===== src/rtl/quad_wiper_spi.sv =====
module quad_wiper_spi #(
  parameter int BUSY_CYCLES = 64,
  parameter logic [3:0] DEV_ID = 4'h5
) (
  input  logic        clk,
  input  logic        rst_n,
  input  logic        sck,
  input  logic        cs_n,
  input  logic        si,
  input  logic        hold_n,
  input  logic        wp_n,
  input  logic [1:0]  dev_addr,
  output logic        so,
  output logic        so_oe,
  output logic        busy,
  output logic [31:0] wiper
);
  localparam int BW = $clog2(BUSY_CYCLES + 1);
  localparam logic [3:0] OP_RD_W = 4'h9, OP_WR_W = 4'hA, OP_RD_D = 4'hB,
                         OP_WR_D = 4'hC, OP_D2W  = 4'hD, OP_W2D  = 4'hE,
                         OP_STEP = 4'h2;

  logic          sck_q, dev_ok, so_en;
  logic [4:0]    cnt;
  logic [7:0]    sh, soreg;
  logic [3:0]    op;
  logic [1:0]    rs, ps;
  logic [BW-1:0] bcnt;
  logic [7:0]    wcr [4];
  logic [7:0]    dr  [4][4];

  wire       rise = !cs_n && hold_n && sck && !sck_q;
  wire       fall = !cs_n && hold_n && !sck && sck_q;
  wire [7:0] nxt  = {sh[6:0], si};

  assign busy  = bcnt != '0;
  assign so    = soreg[7];
  assign so_oe = so_en && hold_n && !cs_n;

  for (genvar i = 0; i < 4; i++) begin : g_out
    assign wiper[8*i +: 8] = wcr[i];
  end

  always_ff @(posedge clk or negedge rst_n) begin
    if (!rst_n) begin
      sck_q  <= 1'b0;
      dev_ok <= 1'b0;
      so_en  <= 1'b0;
      cnt    <= '0;
      sh     <= '0;
      soreg  <= '0;
      op     <= '0;
      rs     <= '0;
      ps     <= '0;
      bcnt   <= '0;
      for (int c = 0; c < 4; c++) begin
        wcr[c] <= '0;
        for (int r = 0; r < 4; r++) dr[c][r] <= '0;
      end
    end else begin
      sck_q <= sck;
      if (busy) bcnt <= bcnt - 1'b1;
      if (cs_n) begin
        cnt    <= '0;
        dev_ok <= 1'b0;
        so_en  <= 1'b0;
      end else begin
        if (rise) begin
          sh <= nxt;
          if (cnt != 5'd24) cnt <= cnt + 5'd1;
          if (cnt == 5'd7) dev_ok <= (nxt[7:4] == DEV_ID) && (nxt[1:0] == dev_addr);
          if (cnt == 5'd15) begin
            op <= nxt[7:4];
            rs <= nxt[3:2];
            ps <= nxt[1:0];
            if (dev_ok && wp_n) begin
              if (nxt[7:4] == OP_D2W)
                wcr[nxt[1:0]] <= dr[nxt[1:0]][nxt[3:2]];
              else if (nxt[7:4] == OP_W2D && !busy) begin
                dr[nxt[1:0]][nxt[3:2]] <= wcr[nxt[1:0]];
                bcnt <= BW'(BUSY_CYCLES);
              end
            end
          end
          if (cnt == 5'd23 && dev_ok && wp_n) begin
            if (op == OP_WR_W)
              wcr[ps] <= nxt;
            else if (op == OP_WR_D && !busy) begin
              dr[ps][rs] <= nxt;
              bcnt <= BW'(BUSY_CYCLES);
            end
          end
          if (cnt >= 5'd16 && dev_ok && wp_n && op == OP_STEP) begin
            if (si && wcr[ps] != 8'hFF)       wcr[ps] <= wcr[ps] + 8'd1;
            else if (!si && wcr[ps] != 8'h00) wcr[ps] <= wcr[ps] - 8'd1;
          end
        end
        if (fall) begin
          if (cnt == 5'd16 && dev_ok && (op == OP_RD_W || op == OP_RD_D)) begin
            soreg <= (op == OP_RD_W) ? wcr[ps] : dr[ps][rs];
            so_en <= 1'b1;
          end else if (so_en) begin
            soreg <= {soreg[6:0], 1'b0};
            if (cnt == 5'd24) so_en <= 1'b0;
          end
        end
      end
    end
  end
endmodule


===== config.mk =====
export PLATFORM = sky130hd
export DESIGN_NAME = quad_wiper_spi
export DESIGN_NICKNAME = d
export VERILOG_FILES = /design/src/rtl/quad_wiper_spi.sv
export SDC_FILE = /design/constraint.sdc
export NUM_CORES = 1
export LEC_CHECK = 0
export BUFFER_PORTS_ARGS = -buffer_cell sky130_fd_sc_hd__buf_2
export CAP_MARGIN = 15
export CORE_MARGIN = 5
export CORE_UTILIZATION = 45
export DETAILED_ROUTE_END_ITERATION = 12
export PLACE_DENSITY_LB_ADDON = 0.1
export SLEW_MARGIN = 20
export SYNTH_ARGS = -nofsm -noshare
export SYNTH_HDL_FRONTEND = slang
export SYNTH_SLANG_ARGS = --single-unit

===== constraint.sdc =====
create_clock -name clk -period 4.55 [get_ports clk]
set_input_delay 0.455 -clock clk [delete_from_list [all_inputs] [get_ports clk]]
set_output_delay 0.455 -clock clk [all_outputs]
set_load 0.05 [all_outputs]

==> qor.yml <==
status: "complete, no violations"
synth_warnings: 0
num_rows: 62
grt_pass1_wl_mm: 72.4
syn_avg_cell_area_um2: 9.94
cp.arrival_ps: 4040
synth_top_area_share_pct: 38.4
p_leak_nw: 5.91
r2r-end: "wiper[31]"
required_ps: 4930
path_class: "flop to flop"
post-route-util_pct: 49.6
gp_congestion: 0.936
die-area_um2: 32200
ant_nets: 0
ys_types: 72
final_common_cell: "dfrtp_1"
setup_tns_ps: 0
ff2ff_setup_slack_ps: 890
cts_buffer_depth: 2
finalCriticalPeriod_ps: 3660
drt_wl_total_mm: 47.1
post_cts_resized: 0
ys_ff_latch: 198
place.port_buffers: 43
synth.yosys.seq_area_share_pct: 38.4
fillers: 2732
cts_tree: "yes"
synth-async-reset-ratio_pct: 100
drv_cap: 0
hold_class: "input pin to async pin"
antenna_found_initial: 0
drc: 0
design_area_um2: 14200
die_w_um: 179
synth_edf_count: 0
initial_core_util_pct: 45.2
clockRootBuffer: "clkbuf_16"
setup_viol: 0
cts_setup_buffers: 0
slew_headroom_pct: 27.1
htree_levels: 4
worst_pin_slew_ps: 1080
crit_path_start_kind: "flop"
fin_cells: 1694
grt_usage_pct: 28.8
grt_overflow: 0
die_h_um: 179
dp.cells: 1662
grt_pass1_vias: 11100
drive_above_1_share_pct: 20.2
clkSlewWorstSetupHoldPaths_ps: 80
finalClockSkew_ps: 9.95
grt_max_degree: 86
cts.sinks: 198
fin_ws_ps: 886
dr_total_vias: 11500
synth_area_um2: 12900
finalCritPeriodShare_pct: 80.5
cp_max_fo: 21
synth_top_area_cell: "dfrtp_1"
vias_per_cell: 6.79
core_area_um2: 28500
diodes: 0
nNetsFinal: 1314
finalPower_mw: 4.87
cp-startpoint: "ps[1]"
ir_worst_vdd_mv: 0.268
wl_per_cell_um: 27.8
synth_flop_cell: "dfrtp_1"
final-hold-violation-count: 0
cts_buffers: 17
placed_area_um2: 13600
power.density_nw_per_um2: 344
ctsHoldBuffers: 0
holdWs_ps: 24.3
rsz0062_at_grt: "no"
synth_fp_nets: 1316
areaGrowthSynthToFinish_pct: 9.64
syn_inst: 1299
dp_hpwl_mm: 31.3
timing.fmax_ghz: 0.273
layout_common_cells: "195 x dfrtp_1, 163 x nor2_1, 119 x o22ai_1"
ios: 44
ff2ff_path_depth: 13
ys_top_cells_by_area: "dfrtp_1 38%, mux4_2 16%, o22ai_1 5.8%"
first_iter_violations: 1517
clock_latency_ps: 450
slew_violations: 0
drt_pass1_iterations: 6
endpoint: "wiper[31]"
reg2reg_from: "ps[1]"
place_ws_ps: 980
cp-end-kind: "flop"
-- final cells by class --
class	count	area (µm²)	share of cell area [%]
Timing Repair Buffer	94	634	4.48
Sequential cell	198	4960	35.0
Clock inverter	14	168	1.18
Inverter	22	82.6	0.583
Clock buffer	18	429	3.03
Tap cell	384	480	3.39
Multi-Input combinational cell	964	7410	52.3
-- logic make-up after synthesis --
kind of cell / after synthesis / share of synthesized area (%)
AO/OA/AOI/OAI: 401 / 20.1
AND/OR/NAND/NOR: 382 / 13.9
flip-flops: 198 / 38.4
multiplexers: 156 / 21.4
buffers and inverters: 137 / 4.31
XOR/XNOR: 17 / 1.15
adder cells (fa/ha/maj): 8 / 0.775
-- flip-flops by register name, indices dropped and copies added (netlist names) --
register and cells:
bcnt 7, cnt 5, dev_ok 1, dr 128
op 4, ps 2, rs 2, sck_q 1
sh 7, so_en 1, soreg 8, wiper 32
-- worst max-delay path, cell delays in order (launching register included) --
cell and delay (ps):
dfrtp_2 370, buf_4 350, mux2i_1 230, nand2_1 80, o21ai_2 200, inv_1 230, ha_1 310, nand2_1 90
o22ai_1 160, and4_1 330, a211oi_2 780, nor2_1 150, o2bb2ai_1 170, a21oi_1 130
-- synth_stat cells (19+ instances only) --
cell	n
dfrtp_1	198
nor2_1	163
o22ai_1	119
a21oi_1	116
mux4_2	94
clkbuf_1	86
nand2_1	83
mux2i_1	44
nand3_1	44
a2bb2oi_1	40
o21ai_0	38
inv_1	20
buf_2	19
-- layer usage --
| layer | GRT usage (%) | vias up | wire (µm) |
|---|---|---|---|
| met5 | 0 | - | 0 |
| met4 | 11.7 | 0 | 1950 |
| met3 | 4.71 | 109 | 3860 |
| met2 | 43.3 | 644 | 21300 |
| met1 | 41.7 | 5775 | 20000 |
| li1 | - | 4972 | - |
-- how the worst min path moves through the flow --
stage             start        to  slack (ps)  depth (start not counted)
5_1_grt           rst_n    cnt[3]          80                          1
3_3_place_gp   soreg[7]  soreg[7]         490                          1
6_report          rst_n    cnt[3]          20                          1
2_1_floorplan     rst_n   bcnt[0]         160                          0
3_5_place_dp   soreg[7]  soreg[7]         490                          1
4_1_cts           rst_n    cnt[3]          60                          1
-- where the power goes --
group | switching (mW) | leakage, nW | internal, mW
Clock | 0.809 | 0.288 | 0.788
Sequential | 0.130 | 2.65 | 1.83
Combinational | 0.955 | 2.97 | 0.356
(Power assumes the default switching activity.)
